$ cat src/rtl/adc_rd_pkg.sv
package adc_rd_pkg;
  typedef enum logic [2:0] {
    ST_IDLE,
    ST_ACQ,
    ST_CONV,
    ST_HIGH,
    ST_LOW
  } rd_state_e;

  function automatic int max_of4(input int a, input int b, input int c, input int d);
    int m;
    m = a;
    if (b > m) m = b;
    if (c > m) m = c;
    if (d > m) m = d;
    return m;
  endfunction
endpackage

$ cat src/rtl/adc_phase_timer.sv
module adc_phase_timer #(
  parameter int CW = 8
) (
  input  logic          clk,
  input  logic          rst_n,
  input  logic          load,
  input  logic [CW-1:0] load_val,
  output logic          expired
);
  logic [CW-1:0] cnt;

  always_ff @(posedge clk or negedge rst_n) begin
    if (!rst_n)           cnt <= '0;
    else if (load)        cnt <= load_val;
    else if (cnt != '0)   cnt <= cnt - 1'b1;
  end

  assign expired = (cnt == '0);
endmodule

$ cat src/rtl/adc_bit_shifter.sv
module adc_bit_shifter #(
  parameter int NBITS = 12
) (
  input  logic             clk,
  input  logic             rst_n,
  input  logic             clear,
  input  logic             shift_en,
  input  logic             din,
  output logic             last_bit,
  output logic [NBITS-1:0] next_word
);
  localparam int BW = (NBITS > 1) ? $clog2(NBITS) : 1;

  logic [NBITS-1:0] sh;
  logic [BW-1:0]    bcnt;

  always_ff @(posedge clk or negedge rst_n) begin
    if (!rst_n) begin
      sh   <= '0;
      bcnt <= '0;
    end else if (clear) begin
      sh   <= '0;
      bcnt <= '0;
    end else if (shift_en) begin
      sh   <= next_word;
      bcnt <= bcnt + 1'b1;
    end
  end

  assign next_word = {sh[NBITS-2:0], din};
  assign last_bit  = (bcnt == BW'(NBITS - 1));
endmodule

$ cat src/rtl/adc_sample_reader.sv
module adc_sample_reader
  import adc_rd_pkg::*;
#(
  parameter int NBITS    = 12,
  parameter int ACQ_CYC  = 45,
  parameter int CONV_CYC = 119,
  parameter int HALF_HI  = 2,
  parameter int HALF_LO  = 2
) (
  input  logic             clk,
  input  logic             rst_n,
  input  logic             start,
  output logic             busy,
  output logic             done,
  output logic [NBITS-1:0] result,
  output logic             sclk,
  output logic             cs_n,
  input  logic             miso
);
  localparam int MAXC = max_of4(ACQ_CYC, CONV_CYC, HALF_HI, HALF_LO);
  localparam int CW   = $clog2(MAXC + 1);

  rd_state_e        st, st_nxt;
  logic             tmr_load, tmr_exp;
  logic [CW-1:0]    tmr_val;
  logic             sh_clear, sh_en, sh_last;
  logic [NBITS-1:0] sh_word;
  logic             cs_nxt, sclk_nxt, fin;

  adc_phase_timer #(.CW(CW)) u_timer (
    .clk      (clk),
    .rst_n    (rst_n),
    .load     (tmr_load),
    .load_val (tmr_val),
    .expired  (tmr_exp)
  );

  adc_bit_shifter #(.NBITS(NBITS)) u_shift (
    .clk       (clk),
    .rst_n     (rst_n),
    .clear     (sh_clear),
    .shift_en  (sh_en),
    .din       (miso),
    .last_bit  (sh_last),
    .next_word (sh_word)
  );

  always_comb begin
    st_nxt   = st;
    tmr_load = 1'b0;
    tmr_val  = '0;
    sh_clear = 1'b0;
    sh_en    = 1'b0;
    cs_nxt   = cs_n;
    sclk_nxt = sclk;
    fin      = 1'b0;
    unique case (st)
      ST_IDLE: if (start) begin
        st_nxt   = ST_ACQ;
        tmr_load = 1'b1;
        tmr_val  = CW'(ACQ_CYC - 1);
        cs_nxt   = 1'b1;
        sh_clear = 1'b1;
      end
      ST_ACQ: if (tmr_exp) begin
        st_nxt   = ST_CONV;
        tmr_load = 1'b1;
        tmr_val  = CW'(CONV_CYC - 1);
        cs_nxt   = 1'b0;
      end
      ST_CONV: if (tmr_exp) begin
        st_nxt   = ST_HIGH;
        tmr_load = 1'b1;
        tmr_val  = CW'(HALF_HI - 1);
        sclk_nxt = 1'b1;
      end
      ST_HIGH: if (tmr_exp) begin
        sh_en    = 1'b1;
        sclk_nxt = 1'b0;
        if (sh_last) begin
          st_nxt = ST_IDLE;
          fin    = 1'b1;
        end else begin
          st_nxt   = ST_LOW;
          tmr_load = 1'b1;
          tmr_val  = CW'(HALF_LO - 1);
        end
      end
      ST_LOW: if (tmr_exp) begin
        st_nxt   = ST_HIGH;
        tmr_load = 1'b1;
        tmr_val  = CW'(HALF_HI - 1);
        sclk_nxt = 1'b1;
      end
      default: st_nxt = ST_IDLE;
    endcase
  end

  always_ff @(posedge clk or negedge rst_n) begin
    if (!rst_n) begin
      st     <= ST_IDLE;
      cs_n   <= 1'b0;
      sclk   <= 1'b0;
      done   <= 1'b0;
      result <= '0;
    end else begin
      st   <= st_nxt;
      cs_n <= cs_nxt;
      sclk <= sclk_nxt;
      done <= fin;
      if (fin) result <= sh_word;
    end
  end

  assign busy = (st != ST_IDLE);
endmodule

$ cat config.mk
export PLATFORM = sky130hd
export DESIGN_NAME = adc_sample_reader
export DESIGN_NICKNAME = d
export VERILOG_FILES = /design/src/rtl/adc_rd_pkg.sv /design/src/rtl/adc_phase_timer.sv /design/src/rtl/adc_bit_shifter.sv /design/src/rtl/adc_sample_reader.sv
export SDC_FILE = /design/constraint.sdc
export NUM_CORES = 1
export LEC_CHECK = 0
export ABC_AREA = 1
export CORE_AREA = 4 4 64 81
export CTS_CLUSTER_SIZE = 12
export DETAILED_ROUTE_END_ITERATION = 8
export DIE_AREA = 0 0 68 85
export PLACE_DENSITY = 0.65
export SLEW_MARGIN = 0
export SYNTH_ARGS = -nofsm -noshare
export SYNTH_HDL_FRONTEND = slang
export SYNTH_SLANG_ARGS = --single-unit
$ cat constraint.sdc
create_clock -name clk -period 3.2 [get_ports clk]
set_clock_uncertainty 0.15 [all_clocks]
set_input_delay 0.32 -clock clk [delete_from_list [all_inputs] [get_ports clk]]
set_output_delay 0.32 -clock clk [all_outputs]
set_load 0.005 [all_outputs]
==> reports/results.txt <==
Status -> finished with violations
Failing checks -> negative hold slack
CTS tree -> done
Layout area overhead -> 16.42%
Final hold violation count -> 1
Most common flop cell mapped by yosys -> dfrtp_1
Setup CP Type -> flip-flop to flip-flop
Final setup TNS -> 0 ps
Minimum clock period -> 2217 ps
Vias after detailed routing -> 1368
Area after DPL -> 2140 µm²
TritonRoute pass-1 iters -> 4
Sequential element share of the synthesized area -> 52.12%
Fill cells -> 419
Hold_ws -> -0.09803 ps
Total CTS buffers -> 5
HPWL after detailed placement -> 2399 µm
Worst Path Arrival -> 2230 ps
Syn_nets -> 213
Initial DRC Count -> 62
Number of diodes -> 0
Post-route ant nets -> 0
Ys Warns -> 0
Vias in the first global route -> 1401
Mapped Avg Cell Area -> 9.323 µm²
IR drop worst, VDD -> 294.4 µV
Total track usage -> 13.60%
Nets -> 234
Post-cts sizing count -> 0
Commonest cells in the netlist -> dfrtp_1, nand2_1, inv_1, nand3_1
Number of cell rows -> 27
Initial Util -> 43.73%
Final setup viols -> 0
Crit path capture type -> flip-flop
Met3 usage -> 3.974%
Unrepaired setup endpoints after global routing -> false
Port Buffers -> 19
Die height -> 85 µm
Netlist Area Pre-Place -> 1921 µm²
Drt total wl -> 3374 µm
Met2 Use GR -> 22.02%
PD cells -> 649.9 nW/µm²
Wirelength per Cell -> 11.84 µm
Root Driver -> clkbuf_8
GP Congestion -> 0.7849
Final instance area -> 2236 µm²
Register-to-Register Path Depth -> 9
Worst setup SP type -> flip-flop
Top cells by area, synth -> dfrtp_1, nand2_1, inv_1, o21ai_2, nand3_1
Count of flip-flops with a built-in enable after synthesis -> 0
Clock buffer depth -> 2
Vias per std cell -> 4.800
I/O pin total -> 20
Area leader, netlist -> dfrtp_1
Post-CTS Setup Inserts -> 0
Highest Clock Rate -> 451.0 MHz
Initial antenna violation count -> 0
Crit path max fanout -> 24
CTS H-Tree Depth -> 2
Hold Crit Class -> input pin to async pin
Final period util -> 69.29%
Cells after synthesis -> 206
Aggregate global routing overflow -> 0
Sink Count -> 40
Final core occ -> 50.91%
Clock-pin slew on the worst setup and hold paths -> 70 ps
Max cap viols -> 0
Leakage power -> 1.058 nW
Async SR Flop Fraction -> 100.0%
Critical Path RT -> 3220 ps
Post-synthesis cell type count -> 29
CTS Hold Bufs -> 0
Chip width -> 68 µm
Area of the core -> 4392 µm²
Top-area cell type share of the netlist area -> 52.12%
GRT Max-Usage Layer -> met2
Worst slew margin -> 41.77%
M1 GR Usage -> 16.57%
Pins over their slew limit -> 0
Cell with the most instances after synthesis -> dfrtp_1
First-pass GRT wire length -> 6058 µm
Die footprint -> 5780 µm²
Synth Register Bits -> 40
Share of cells above drive strength 1 -> 17.62%
Worst-skew pair later-pin latency -> 280 ps
Largest net degree at the start of global routing -> 41
Worst-Margin Slew -> 873.5 ps
DRC viols -> 0
[critical path, cell delays in order, from the launching register on]
cell	delay, ps
dfrtp_1	390
inv_1	130
ha_1	180
inv_1	40
nor2_1	150
nand3_4	150
nor2_8	220
nand4_4	410
nand2_1	210
o21ai_2	60
[cell families after synthesis]
| group | synth area share [%] |
|---|---|
| simple gates | 22.34 |
| buf+inv | 8.078 |
| flops | 52.12 |
| compound gates | 12.77 |
| xor+xnor | 2.737 |
| fa+ha+maj | 1.955 |
[sequential cells by signal (all words and copies together) (netlist names)]
| register | count |
|---|---|
| u_shift.bcnt | 4 |
| sclk | 1 |
| cs_n | 1 |
| result | 12 |
| done | 1 |
| u_shift.sh | 11 |
| u_timer.cnt | 7 |
| st | 3 |
[report_power, final]
group | total, W | switching [W] | leakage [nW] | internal (W)
registers | 0.000634 | 0.0000575 | 0.534 | 0.000576
clock network | 0.000353 | 0.000161 | 0.0503 | 0.000192
logic | 0.000467 | 0.000285 | 0.474 | 0.000182
total | 0.00145 | 0.000503 | 1.06 | 0.000950
[cell usage in the layout (no fill, tap or decap)]
cell             count
inv_1               27
nand3_1             15
buf_2                1
xnor2_1              3
nand4_4              1
o21ai_2             11
o22ai_1              6
a21o_1               1
o21ai_1              4
nand2_1             37
nor2_4               1
ha_1                 3
o21ai_0             10
dfrtp_1             40
inv_2                3
nand2_2              9
nor2_2               4
nand3_2              1
nor2_8               1
nand4_1              2
nor2_1              11
a22o_1               1
clkdlybuf4s50_1     18
clkbuf_8             7
clkinv_1             1
xor2_1               3
nand3_4              1
a21oi_1              5
[final timing paths]
path / end / slack (ps) / start
min in group clk: result[6] / 330 / u_shift.sh[5]
worst max register to register: result[1] / 980 / u_timer.cnt[0]
worst min register to register: result[6] / 330 / u_shift.sh[5]
max in group asynchronous: result[4] / 2350 / rst_n
worst max-delay path: result[1] / 980 / u_timer.cnt[0]
worst min-delay path: st[1] / -0.1 / rst_n
[layer usage]
metal  up-vias  part of all wire [%]
met5         -                     0
met1       647                    47
met3         4                   3.1
met4         0                   1.2
met2        23                    49
li1        694                     -
[stage by stage]
stage | power, W | worst slack (ps) | cells
after CTS | 0.001475 | 952.2 | 285
final | 0.001453 | 982.7 | 285
after global placement | 0.001110 | 999.1 | 278
after detailed placement | 0.001111 | 955.1 | 278
after global routing | 0.001565 | 764.8 | 285
after floorplan | 0.0009948 | 1431 | 206
[layout make-up]
type	count	area [µm²]	area share [%]
multi-input combinational	130	764.5	34.19
sequential	40	1001	44.77
tap	58	72.57	3.246
timing repair buffer	19	185.2	8.282
inverter	31	116.4	5.204
clock buffer	7	96.34	4.309
(Power assumes the default switching activity.)
